<file path="config.mk">
export PLATFORM = sky130hd
export DESIGN_NAME = gate_train_seq
export DESIGN_NICKNAME = d
export VERILOG_FILES = /design/src/rtl/gts_pkg.sv /design/src/rtl/gts_gap_timer.sv /design/src/rtl/gts_read_tally.sv /design/src/rtl/gts_cmd_encode.sv /design/src/rtl/gate_train_seq.sv
export SDC_FILE = /design/constraint.sdc
export NUM_CORES = 1
export LEC_CHECK = 0
export ABC_CLOCK_PERIOD_IN_PS = 2000
export BUFFER_PORTS_ARGS = -buffer_cell sky130_fd_sc_hd__buf_2
export CORE_UTILIZATION = 45
export CTS_CLUSTER_SIZE = 20
export DETAILED_ROUTE_END_ITERATION = 10
export PLACE_DENSITY_LB_ADDON = 0.25
export SLEW_MARGIN = 10
export SYNTH_ARGS = -nofsm -noshare
export SYNTH_HDL_FRONTEND = slang
export SYNTH_SLANG_ARGS = --single-unit
</file>
<file path="constraint.sdc">
create_clock -name clk -period 2 [get_ports clk]
set_input_delay 0.3 -clock clk [delete_from_list [all_inputs] [get_ports clk]]
set_output_delay 0.3 -clock clk [all_outputs]
set_load 0.05 [all_outputs]
</file>
<file path="src/rtl/gts_pkg.sv">
package gts_pkg;

    localparam int REG_W = 6;
    localparam int BIT_W = 3;

    typedef enum logic [1:0] {
        CMD_MRW = 2'd0,
        CMD_RD  = 2'd1,
        CMD_MRR = 2'd2
    } cmd_kind_e;

    typedef enum logic [2:0] {
        OP_NONE,
        OP_WL_OFF,
        OP_MPR_ON,
        OP_READ,
        OP_MPR_OFF
    } op_e;

    typedef enum logic [2:0] {
        ST_IDLE,
        ST_WL_OFF,
        ST_MPR_ON,
        ST_RD_REQ,
        ST_RD_GAP,
        ST_DROP,
        ST_MPR_OFF,
        ST_FIN
    } state_e;

    typedef struct packed {
        logic             req;
        cmd_kind_e        kind;
        logic [REG_W-1:0] regn;
        logic [BIT_W-1:0] bitn;
        logic             val;
    } cmd_t;

    localparam logic [REG_W-1:0] MR_WL_DDR = 6'd1;
    localparam logic [REG_W-1:0] MR_WL_LP  = 6'd2;
    localparam logic [REG_W-1:0] MR_PATH   = 6'd3;
    localparam logic [REG_W-1:0] MR_RD_EVN = 6'd32;
    localparam logic [REG_W-1:0] MR_RD_ODD = 6'd40;
    localparam logic [BIT_W-1:0] BIT_WL    = 3'd7;
    localparam logic [BIT_W-1:0] BIT_PATH  = 3'd2;

    function automatic logic [REG_W-1:0] wl_reg(input logic lp);
        return lp ? MR_WL_LP : MR_WL_DDR;
    endfunction

    function automatic logic [REG_W-1:0] lp_read_reg(input logic odd);
        return odd ? MR_RD_ODD : MR_RD_EVN;
    endfunction

    function automatic op_e state_op(input state_e st);
        case (st)
            ST_WL_OFF:  return OP_WL_OFF;
            ST_MPR_ON:  return OP_MPR_ON;
            ST_RD_REQ:  return OP_READ;
            ST_MPR_OFF: return OP_MPR_OFF;
            default:    return OP_NONE;
        endcase
    endfunction

endpackage

</file>
<file path="src/rtl/gts_gap_timer.sv">
module gts_gap_timer #(
    parameter int MIN_GAP = 62
) (
    input  logic clk,
    input  logic rst,
    input  logic load,
    output logic expired
);
    localparam int CW = (MIN_GAP > 2) ? $clog2(MIN_GAP) : 1;
    localparam logic [CW-1:0] RELOAD = CW'(MIN_GAP - 2);

    logic [CW-1:0] cnt;

    always_ff @(posedge clk) begin
        if (rst)
            cnt <= '0;
        else if (load)
            cnt <= RELOAD;
        else if (cnt != '0)
            cnt <= cnt - 1'b1;
    end

    assign expired = (cnt == '0);
endmodule

</file>
<file path="src/rtl/gts_read_tally.sv">
module gts_read_tally #(
    parameter int MAX_READS = 16
) (
    input  logic clk,
    input  logic rst,
    input  logic clear,
    input  logic incr,
    output logic at_limit,
    output logic odd
);
    localparam int CW = $clog2(MAX_READS + 1);
    localparam logic [CW-1:0] LIMIT = CW'(MAX_READS);

    logic [CW-1:0] cnt;

    always_ff @(posedge clk) begin
        if (rst || clear)
            cnt <= '0;
        else if (incr && cnt != LIMIT)
            cnt <= cnt + 1'b1;
    end

    assign at_limit = (cnt == LIMIT);
    assign odd      = cnt[0];
endmodule

</file>
<file path="src/rtl/gts_cmd_encode.sv">
module gts_cmd_encode
    import gts_pkg::*;
(
    input  op_e  op,
    input  logic lp,
    input  logic odd,
    output cmd_t cmd
);
    always_comb begin
        cmd = '0;
        case (op)
            OP_WL_OFF: begin
                cmd.req  = 1'b1;
                cmd.kind = CMD_MRW;
                cmd.regn = wl_reg(lp);
                cmd.bitn = BIT_WL;
                cmd.val  = 1'b0;
            end
            OP_MPR_ON: begin
                cmd.req  = 1'b1;
                cmd.kind = CMD_MRW;
                cmd.regn = MR_PATH;
                cmd.bitn = BIT_PATH;
                cmd.val  = 1'b1;
            end
            OP_READ: begin
                cmd.req  = 1'b1;
                cmd.kind = lp ? CMD_MRR : CMD_RD;
                cmd.regn = lp ? lp_read_reg(odd) : '0;
            end
            OP_MPR_OFF: begin
                cmd.req  = 1'b1;
                cmd.kind = CMD_MRW;
                cmd.regn = MR_PATH;
                cmd.bitn = BIT_PATH;
                cmd.val  = 1'b0;
            end
            default: cmd = '0;
        endcase
    end
endmodule

</file>
<file path="src/rtl/gate_train_seq.sv">
module gate_train_seq
    import gts_pkg::*;
#(
    parameter int MIN_GAP   = 62,
    parameter int MAX_READS = 16
) (
    input  logic       clk,
    input  logic       rst,
    input  logic       start,
    input  logic       mem_lp,
    output logic       done,
    output logic       err,
    output logic       cmd_req,
    input  logic       cmd_ack,
    output logic [1:0] cmd_kind,
    output logic [5:0] cmd_reg,
    output logic [2:0] cmd_bit,
    output logic       cmd_val,
    output logic       gate_en,
    input  logic       gate_resp
);
    state_e state, state_nx;
    logic   lp_q;
    logic   tmo_q, tmo_nx;
    logic   resp_seen;
    logic   hs;
    logic   gap_load, gap_expired;
    logic   tally_clear, tally_incr, at_limit, rd_odd;
    cmd_t   cmd;

    assign hs = cmd.req && cmd_ack;

    gts_gap_timer #(.MIN_GAP(MIN_GAP)) u_gap (
        .clk     (clk),
        .rst     (rst),
        .load    (gap_load),
        .expired (gap_expired)
    );

    gts_read_tally #(.MAX_READS(MAX_READS)) u_tally (
        .clk      (clk),
        .rst      (rst),
        .clear    (tally_clear),
        .incr     (tally_incr),
        .at_limit (at_limit),
        .odd      (rd_odd)
    );

    gts_cmd_encode u_enc (
        .op  (state_op(state)),
        .lp  (lp_q),
        .odd (rd_odd),
        .cmd (cmd)
    );

    always_comb begin
        state_nx    = state;
        tmo_nx      = tmo_q;
        gap_load    = 1'b0;
        tally_clear = 1'b0;
        tally_incr  = 1'b0;
        case (state)
            ST_IDLE: begin
                tally_clear = 1'b1;
                if (start) begin
                    state_nx = ST_WL_OFF;
                    tmo_nx   = 1'b0;
                end
            end
            ST_WL_OFF:
                if (hs) state_nx = lp_q ? ST_RD_REQ : ST_MPR_ON;
            ST_MPR_ON:
                if (hs) state_nx = ST_RD_REQ;
            ST_RD_REQ:
                if (hs) begin
                    tally_incr = 1'b1;
                    if (resp_seen || gate_resp) begin
                        state_nx = ST_DROP;
                    end else begin
                        state_nx = ST_RD_GAP;
                        gap_load = 1'b1;
                    end
                end
            ST_RD_GAP:
                if (gate_resp) begin
                    state_nx = ST_DROP;
                end else if (gap_expired) begin
                    if (at_limit) begin
                        state_nx = ST_DROP;
                        tmo_nx   = 1'b1;
                    end else begin
                        state_nx = ST_RD_REQ;
                    end
                end
            ST_DROP:
                state_nx = lp_q ? ST_FIN : ST_MPR_OFF;
            ST_MPR_OFF:
                if (hs) state_nx = ST_FIN;
            ST_FIN:
                state_nx = ST_IDLE;
            default:
                state_nx = ST_IDLE;
        endcase
    end

    always_ff @(posedge clk) begin
        if (rst) begin
            state     <= ST_IDLE;
            lp_q      <= 1'b0;
            tmo_q     <= 1'b0;
            resp_seen <= 1'b0;
        end else begin
            state <= state_nx;
            tmo_q <= tmo_nx;
            if (state == ST_IDLE && start)
                lp_q <= mem_lp;
            if (state == ST_IDLE)
                resp_seen <= 1'b0;
            else if (state == ST_RD_REQ && gate_resp)
                resp_seen <= 1'b1;
        end
    end

    assign cmd_req  = cmd.req;
    assign cmd_kind = cmd.kind;
    assign cmd_reg  = cmd.regn;
    assign cmd_bit  = cmd.bitn;
    assign cmd_val  = cmd.val;
    assign gate_en  = (state == ST_RD_REQ) || (state == ST_RD_GAP);
    assign done     = (state == ST_FIN);
    assign err      = (state == ST_FIN) && tmo_q;
endmodule

</file>
==> flow_summary.toml, run 1 <==
[grt]
grt_overflow_total = 0
first_global_vias = 898
grt_antenna_before_repair = 0
grt_pass1_wl_mm = 3.84
gr-usage-all-layers_pct = 20.3
grt_max_degree = 17

[synthesis]
ys_types = 38
ys_seq_area_share_pct = 33.6
netlist_instances = 128
synth_edf_count = 0
avgSynthCellArea_um2 = 7.91
ys_ff_latch = 17
synth_ff_type = "dfxtp_1"
async_reset_ff_share_pct = 0
mappedNetlistArea_um2 = 1010
synth_warnings = 0

[clock_tree]
clock-sinks = 17
clock_path_buffers = 2
clk_pin_slew_ps = 100
clock-root-buffer = "clkbuf_4"
cts_setup_buffers = 0
cts-htree-levels = 1
insertion_delay_ps = 290
cts-buffers-inserted = 3
cts_tree = "built"

[placed_design]
io_buffers = 19
hpwl_mm = 1.68
gp_congestion = 0.837
place_area_um2 = 1130

[setup_path]
slowest_delay_ps = 450
critPathRequiredTime_ps = 1700
worstSetupEndpoint = "cmd_reg[1]"
cp.depth = 4
rrSetupSlack_ps = 170
timing.rr.start = "u_gap.cnt[0]"
r2r_end = "u_gap.cnt[1]"
cpMaxStageDelayCell = "or3_1"
critPathTopFamily = "simple AND/OR/NAND/NOR gates"
end_kind = "primary output"
crit_path_start_kind = "flip-flop"
r2r_cells = 5
critPathLaunch = "state[2]"
path_max_fanout = 16
cp_cell_sequence = "or3_1 > nand2_2 > o21a_2 > buf_2"
arrival_ps = 1620
path_buf_inv = 1
critPathKind = "reg -> out"

[layout]
diodes = 0
drive_gt1_share_pct = 25.2
fin_util_pct = 57.1
mostFrequentLayoutCells = "buf_2 (19), dfxtp_1 (15), nor2_1 (14), a21oi_1 (14), inv_1 (8)"
stdcell_area_um2 = 1170
mostFrequentLayoutCell = "buf_2"
fillers = 207
syn2layout_area_growth_pct = 15.2
nNetsFinal = 157

[detailed_routing]
wl_per_cell_um = 13.0
drtAntennaViolNets = 0
firstDrtPassIters = 4
first_iter_violations = 21
drc = 0
drt-total-wl_mm = 2.26
dr_total_vias = 957
viasPerCell = 5.50

[pwr]
p_leak_nw = 0.509
max-vdd-ir-drop_mv = 0.578
p_per_area_nw_per_um2 = 1120

[timing]
max_slew_margin_pct = 63.2
final.min_clock_period_ps = 1920
fmax_mhz = 522
rsz0062_at_grt = "false"
hold_viol = 0
finalSetupViolCount = 0
post-route-period-util_pct = 95.8
slew_viol_final = 0
worstMarginPinSlew_ps = 548
fin_skew_ps = 5.41

[floorplanning]
pin_count = 22
die_height_um = 49.4
die_area_um2 = 2440
fp.dieW_um = 49.4
rows = 16
initial_core_util_pct = 49.6
fp.coreArea_um2 = 2040

[hold_path]
min_path_type = "in -> reg"

[run_status]
outcome = "complete, no violations"

[job]
cap_violations = 0
## per-layer routing
| layer | GRT usage, % | part of all wire [%] | vias to the layer above |
|---|---|---|---|
| li1 | - | - | 484 |
| met3 | 3.74 | 3.1 | 5 |
| met4 | 8.57 | 1.8 | 0 |
| met2 | 35.6 | 49 | 16 |
| met5 | 0 | 0 | - |
| met1 | 23.9 | 46 | 452 |
## stage by stage
step,std cells,worst slack (ps),TNS [ps],hold slack [ps],power (mW)
floorplan,129,-263,-275,376,0.998
global placement,170,259,0,471,1.09
detailed placement,170,194,0,485,1.11
CTS,174,85.4,0,258,1.30
global route,174,0.643,0,254,1.40
finish,174,84.6,0,261,1.30
## Yosys cell counts (4+ instances only)
master,count,area (um2)
a21oi_1,14,70.1
buf_4,4,30.0
dfxtp_1,17,340
inv_1,8,30.0
nand2_1,8,30.0
nor2_1,15,56.3
nor3_1,8,40.0
nor3b_1,4,30.0
o21ai_0,5,25.0
## how the worst min path moves through the flow
stage	endpoint	start	cells after the start
global placement	tmo_q	tmo_q	2
global route	lp_q	mem_lp	3
detailed placement	u_gap.cnt[3]	u_gap.cnt[3]	2
finish	lp_q	mem_lp	3
CTS	lp_q	mem_lp	3
floorplan	u_gap.cnt[1]	rst	1
## cell type report
cell class | instances | area (um2) | share of cell area, %
clock inverter | 1 | 5.00 | 0.429
clock buffer | 3 | 22.5 | 1.93
multi-input combinational | 96 | 614 | 52.7
tap | 27 | 33.8 | 2.90
inverter | 8 | 30.0 | 2.58
sequential | 17 | 343 | 29.4
timing repair buffer | 22 | 118 | 10.1
## what timing repair did
| item | CTS | global route |
|---|---|---|
| gates resized for setup | 1 | 2 |
| endpoints found under the setup margin | 1 | 2 |
| gates cloned | 0 | 0 |
| hold buffers | 0 | 0 |
## power by group
| group | total (mW) | switching [mW] | internal (mW) |
|---|---|---|---|
| combinational | 0.655 | 0.397 | 0.258 |
| clock | 0.186 | 0.112 | 0.0744 |
| sequential | 0.462 | 0.0618 | 0.400 |
| total | 1.30 | 0.571 | 0.732 |
## registers in the layout, summed over array words and instances, names as in the netlist
signal       cells
lp_q             1
resp_seen        1
state            3
tmo_q            1
u_gap.cnt        6
u_tally.cnt      5
## worst min-delay path, delay by kind of cell
| kind | cells | cell delay [ps] |
|---|---|---|
| compound gates | 1 | 60 |
| buf+inv | 1 | 100 |
| simple gates | 1 | 60 |
## cells by family (layout without fill, tap and decap cells)
kind of cell / after synthesis / count (layout) / share of synthesized area [%]
AND/OR/NAND/NOR: 56 / 56 / 30.9
other: 1 / 2 / 0.370
AO/OA/AOI/OAI: 27 / 27 / 16.6
XOR/XNOR: 6 / 6 / 5.19
adder cells (fa/ha/maj): 3 / 3 / 3.71
flip-flops: 17 / 17 / 33.6
multiplexers: 2 / 2 / 1.98
buffers and inverters: 16 / 34 / 7.66
Power figures use the tool's default switching activity.
==> run 2: changes to the inputs <==
- ABC_AREA: unset -> 1
- REMOVE_ABC_BUFFERS: unset -> 1
==> run 2 against run 1 <==
  * Non-clock buffer count shrank 3
  * Synthesized area grew 3.2%
  * Power grew 43%
  * Sequential power grew 11%
  * Via count grew 3.7%
  * First-iteration DRC count shrank 38%
  * Largest power group unchanged
  * Fmax grew 2.9%
  * Worst setup slack gained 55 ps
  * Sequential share of layout area shrank 0.29 points
  * Clock power is essentially flat
==> flow_summary.toml, run 2 <==
[run_status]
outcome = "complete, no violations"

[synthesis]
synth_ff_type = "dfxtp_1"
synth_warnings = 0
synth_edf_count = 0
async_reset_ff_share_pct = 0
avgSynthCellArea_um2 = 6.70
ys_ff_latch = 17
synth_compound_area_share_pct = 13.1
yosys.area_share.xor_xnor_pct = 3.35
ys_types = 23
synth_fa_ha_area_share_pct = 3.59
synth_top_cell_by_area = "dfxtp_1"
synth_top_family_by_area = "simple AND/OR/NAND/NOR gates"
yosys-mux-area-fraction_pct = 0
synth_common_cells = "nand2_1 (37), inv_1 (21), nor2_1 (19), dfxtp_1 (17), a21oi_1 (11)"
synth-simple-area-share_pct = 34.5
netlist_instances = 156
mappedNetlistArea_um2 = 1040
yosys.cell_count.top_type = "nand2_1"
netlist_top_cells_area = "dfxtp_1 (33%), nand2_1 (13%), inv_1 (7.5%)"
synth_top_area_share_pct = 32.6
ys_seq_area_share_pct = 32.6

[setup_path]
crit_path_start_kind = "flip-flop"
slowest_delay_ps = 420
critPathRequiredTime_ps = 1700
arrival_ps = 1560
cpMaxStageDelayCell = "dfxtp_2"
r2r_cells = 7
critPathKind = "reg -> out"
path_buf_inv = 4
end_kind = "primary output"
cp_cell_sequence = "inv_2 > nor2_1 > inv_1 > nor2_1 > inv_1 > o21ai_0 > buf_4"
critPathTopFamily = "buffers and inverters"
path_max_fanout = 6
cp.depth = 7

[grt]
first_global_vias = 906
grt_antenna_before_repair = 0
grt_max_degree = 10
gr-usage-all-layers_pct = 19.2
grt_pass1_wl_mm = 3.64
grt_overflow_total = 0

[clock_tree]
clock-root-buffer = "clkbuf_4"
cts_tree = "built"
cts-buffers-inserted = 3
insertion_delay_ps = 290
clk_pin_slew_ps = 100
clock-sinks = 17
cts-htree-levels = 1
cts_setup_buffers = 0
clock_path_buffers = 2
postCtsHoldBufs = 0
cts_resized = 1

[layout]
largest_register_ffs = 6
syn2layout_area_growth_pct = 12.3
mostFrequentLayoutCell = "nand2_1"
finalNonFillerCells = 203
diodes = 0
nNetsFinal = 185
drive_gt1_share_pct = 21.7
mostFrequentLayoutCells = "nand2_1 (37), inv_1 (21), nor2_1 (19)"
max_flop_register = "u_gap.cnt"
reg_top3 = "u_gap.cnt (6), u_tally.cnt (5), state (3)"

[detailed_routing]
dr_total_vias = 992
drtAntennaViolNets = 0
drt-total-wl_mm = 2.10
wl_per_cell_um = 10.3
first_iter_violations = 13
top_layer = "met4"
wl_met1_um = 996
drc = 0
wl_met2_um = 981
viasPerCell = 4.89
wl_met3_um = 80
firstDrtPassIters = 4

[pwr]
combPwrFrac_pct = 62.4
p_per_area_nw_per_um2 = 1580
switching_share_pct = 55.6
clkPwrFrac_pct = 9.9
max-vdd-ir-drop_mv = 1.26
switchingPower_mw = 1.03
p_leak_nw = 0.560
seq_power_share_pct = 27.6
p_int_mw = 0.825
total_power_mw = 1.86

[timing]
fin_skew_ps = 0.800
post-route-period-util_pct = 93.0
fmax_mhz = 537
finalSetupViolCount = 0
slew_viol_final = 0
hold_viol = 0
final.min_clock_period_ps = 1860

[floorplanning]
die_area_um2 = 2520
rows = 17
fp.dieW_um = 50.2
die_height_um = 50.2
pin_count = 22
initial_core_util_pct = 47.7
fp.coreArea_um2 = 2190

[placed_design]
io_buffers = 19
gp_congestion = 0.829
hpwl_mm = 1.67
dp.cells = 199

[hold_path]
hold_path_depth = 3
min_path_type = "in -> reg"

[job]
cap_violations = 0
## run 2: cell types whose count changed after synthesis, sizes merged, moves of 4 or more
cell | before | now
nor2 | 15 | 24
nand3 | 1 | 10
nand2 | 8 | 38
o21ai | 5 | 9
inv | 8 | 25
nor3 | 8 | 3
## run 2: routing by layer
metal,vias up,track usage (%)
met5,-,0
met2,20,34.4
met3,5,3.33
li1,519,-
met4,0,8.57
met1,448,22.0
## run 2: worst paths after layout
kind	start	end	slack (ps)
max	state[0]	cmd_reg[1]	140
min	cmd_ack	state[2]	280
max reg2reg	u_gap.cnt[0]	state[0]	480
min reg2reg	tmo_q	tmo_q	480
## run 2: per-stage QoR
| step | hold WS (ps) | area, um2 | setup slack, ps | utilization, % | TNS, ps |
|---|---|---|---|---|---|
| 6_report | 275 | 1170 | 139 | 53.6 | 0 |
| 5_1_grt | 277 | 1170 | -0.0785 | 53.6 | -0.0785 |
| 4_1_cts | 275 | 1170 | 90.4 | 53.3 | 0 |
| 3_5_place_dp | 461 | 1140 | 333 | 52.1 | 0 |
| 3_3_place_gp | 455 | 1140 | 431 | 52.1 | 0 |
| 2_1_floorplan | 362 | 1010 | -1580 | - | -4850 |
## run 2: area by class of cell
class,count,area (um2)
fill,208,1020
timing repair buffer,19,100
clock buffer,4,26.3
sequential,17,342
tap,28,35.0
inverter,25,93.8
multi-input combinational,110,577
## run 2: worst register-to-register path, stage by stage (launching register included)
cell and delay [ps]:
dfxtp_1 320, inv_1 80, ha_1 220, nand4_2 260, a21oi_2 310, nand3_1 100
nand2_1 70, nor2_1 40
## run 2: kinds of logic (layout without fill, tap and decap cells)
| kind of cell | after synthesis | in the layout |
|---|---|---|
| buffers and inverters | 30 | 48 |
| flip-flops | 17 | 17 |
| AO/OA/AOI/OAI | 24 | 24 |
| other | 1 | 2 |
| adder cells (fa/ha/maj) | 3 | 3 |
| AND/OR/NAND/NOR | 77 | 77 |
| XOR/XNOR | 4 | 4 |
## run 2: power by group through the flow
stage / Combinational [mW] / Clock (mW) / Sequential (mW)
after floorplan: 0.940 / 0 / 0.501
after global placement: 1.12 / 0 / 0.515
after detailed placement: 1.14 / 0 / 0.521
after CTS: 1.15 / 0.190 / 0.514
after global routing: 1.27 / 0.204 / 0.528
final: 1.16 / 0.185 / 0.513
==> run 3: changes to the inputs <==
- ABC_AREA: 1 -> 0
- ABC_CLOCK_PERIOD_IN_PS: 2000 -> 1700
- clock period: 2 -> 1.7 ns (I/O delays scaled with it)
==> run 3 against run 2 <==
  * The run now ends with setup timing left
  * Global-route usage rose by 4.3 points
  * Hold slack worse by 72 ps
  * Non-clock buffer count rose by 21
  * Register-to-register slack worse by 490 ps
  * Critical endpoint unchanged
  * Clock-buffer cell count down 1
  * Clock skew increased by 18 ps
  * Sequential share of layout area shrank 3.9 points
  * First-iteration DRC count grew to 4.2 times the previous value
  * Worst setup slack got worse by 170 ps
  * Combinational power is 8% lower
  * Routed wire length up 40%
  * Via count rose by 11%
==> flow_summary.toml, run 3 (same netlist as run 1, synthesis figures left out) <==
[run_status]
outcome = "complete, but fails checks"
violations = "setup timing"

[timing]
fin_ws_ps = -33.3
whs_ps = 204
finalSetupViolCount = 3
rsz0062_at_grt = "true"
fin_skew_ps = 19.1
post-route-period-util_pct = 102
final.min_clock_period_ps = 1730
slew_viol_final = 0
hold_viol = 0
fmax_mhz = 577

[layout]
mostFrequentLayoutCells = "buf_4 (24), nor2_1 (14), a21oi_1 (14)"
reg_top3 = "u_gap.cnt (6), u_tally.cnt (5), state (3)"
syn2layout_area_growth_pct = 38.8
mostFrequentLayoutCell = "buf_4"
largest_register_ffs = 6
max_flop_register = "u_gap.cnt"
diodes = 0
drive_gt1_share_pct = 40.6
nNetsFinal = 175

[detailed_routing]
wl_per_cell_um = 15.3
wl_met2_mm = 1.49
wl_met3_um = 162
drtAntennaViolNets = 0
dr_total_vias = 1105
firstDrtPassIters = 4
viasPerCell = 5.76
drc = 0
wl_met1_mm = 1.24
drt-total-wl_mm = 2.93
first_iter_violations = 54
top_layer = "met4"

[clock_tree]
cts-buffers-inserted = 3
clock-root-buffer = "clkbuf_4"
clk_pin_slew_ps = 120
insertion_delay_ps = 310
cts-htree-levels = 1
postCtsHoldBufs = 0
cts_tree = "built"
clock_path_buffers = 2
clock-sinks = 17

[pwr]
max-vdd-ir-drop_mv = 0.836
p_leak_nw = 0.614
p_per_area_nw_per_um2 = 1330

[placed_design]
hpwl_mm = 1.73
preCtsSetupSlack_ps = -61.5
io_buffers = 19
gp_congestion = 0.899

[grt]
grt_antenna_before_repair = 0
grt_overflow_total = 0
grt_pass1_wl_mm = 4.44
first_global_vias = 1030
gr-usage-all-layers_pct = 23.6
grt_max_degree = 14

[floorplanning]
initial_core_util_pct = 49.6
die_height_um = 49.4
pin_count = 22
fp.coreArea_um2 = 2040
rows = 16
fp.dieW_um = 49.4
die_area_um2 = 2440

[hold_path]
min_path_type = "in -> reg"
min_to = "lp_q"
hold_path_depth = 3
hold_start = "mem_lp"

[setup_path]
cpMaxStageDelayCell = "or3_4"
slowest_delay_ps = 410
critPathKind = "reg -> out"
critPathRequiredTime_ps = 1440
arrival_ps = 1480
rrSetupSlack_ps = -10
critPathLaunch = "state[2]"
cp_cell_sequence = "or3_4 > nand2_2 > o21a_1 > buf_6"
end_kind = "primary output"
path_buf_inv = 1
cp.depth = 4
r2r_end = "u_gap.cnt[1]"
timing.rr.start = "u_gap.cnt[0]"
path_max_fanout = 6
r2r_cells = 5
critPathTopFamily = "simple AND/OR/NAND/NOR gates"
crit_path_start_kind = "flip-flop"

[job]
cap_violations = 0
==> run 3: repair_timing <==
action,in CTS,in global routing
buffers inserted,8,1
setup endpoints to repair,16,15
pin swaps,3,4
gates resized for setup,26,14
==> run 3: worst max-delay path by stage <==
| stage | endpoint |
|---|---|
| 6_report | cmd_reg[1] |
| 5_1_grt | cmd_reg[0] |
| 4_1_cts | u_gap.cnt[1] |
| 3_5_place_dp | u_gap.cnt[1] |
| 3_3_place_gp | state[1] |
| 2_1_floorplan | cmd_reg[3] |
==> run 3: worst min-delay path, delay by kind of cell <==
family | cells | cell delay, ps
buffers and inverters | 1 | 90
and+or+nand+nor | 1 | 50
AOI/OAI and AO/OA | 1 | 50
==> run 3: stage by stage <==
step | area, um2 | TNS [ps] | instances | total power, mW | util, %
after detailed placement | 1190 | -75.6 | 179 | 1.37 | 58.1
after global routing | 1410 | -392 | 192 | 1.96 | 68.8
after global placement | 1190 | 0 | 179 | 1.35 | 58.1
final | 1410 | -62.1 | 192 | 1.87 | 68.8
after floorplan | 968 | -3670 | 121 | 1.15 | -
after CTS | 1350 | -12.7 | 191 | 1.76 | 66.1
==> run 3: cell type report <==
cell class | instances | area (um2)
tap | 27 | 33.8
sequential | 17 | 354
timing repair buffer | 40 | 279
fill | 164 | 637
clock inverter | 1 | 5.00
multi-input combinational | 96 | 678
inverter | 8 | 32.5
clock buffer | 3 | 22.5
==> run 3: per-layer routing <==
metal / vias up / global-route usage (%)
li1: 528 / -
met1: 525 / 26.8
met2: 42 / 42.9
met3: 10 / 5.61
met4: 0 / 7.14
met5: - / 0
==> run 3: power by group <==
part	internal, mW	switching (mW)
clock network	0.0878	0.143
logic	0.482	0.588
registers	0.475	0.0945
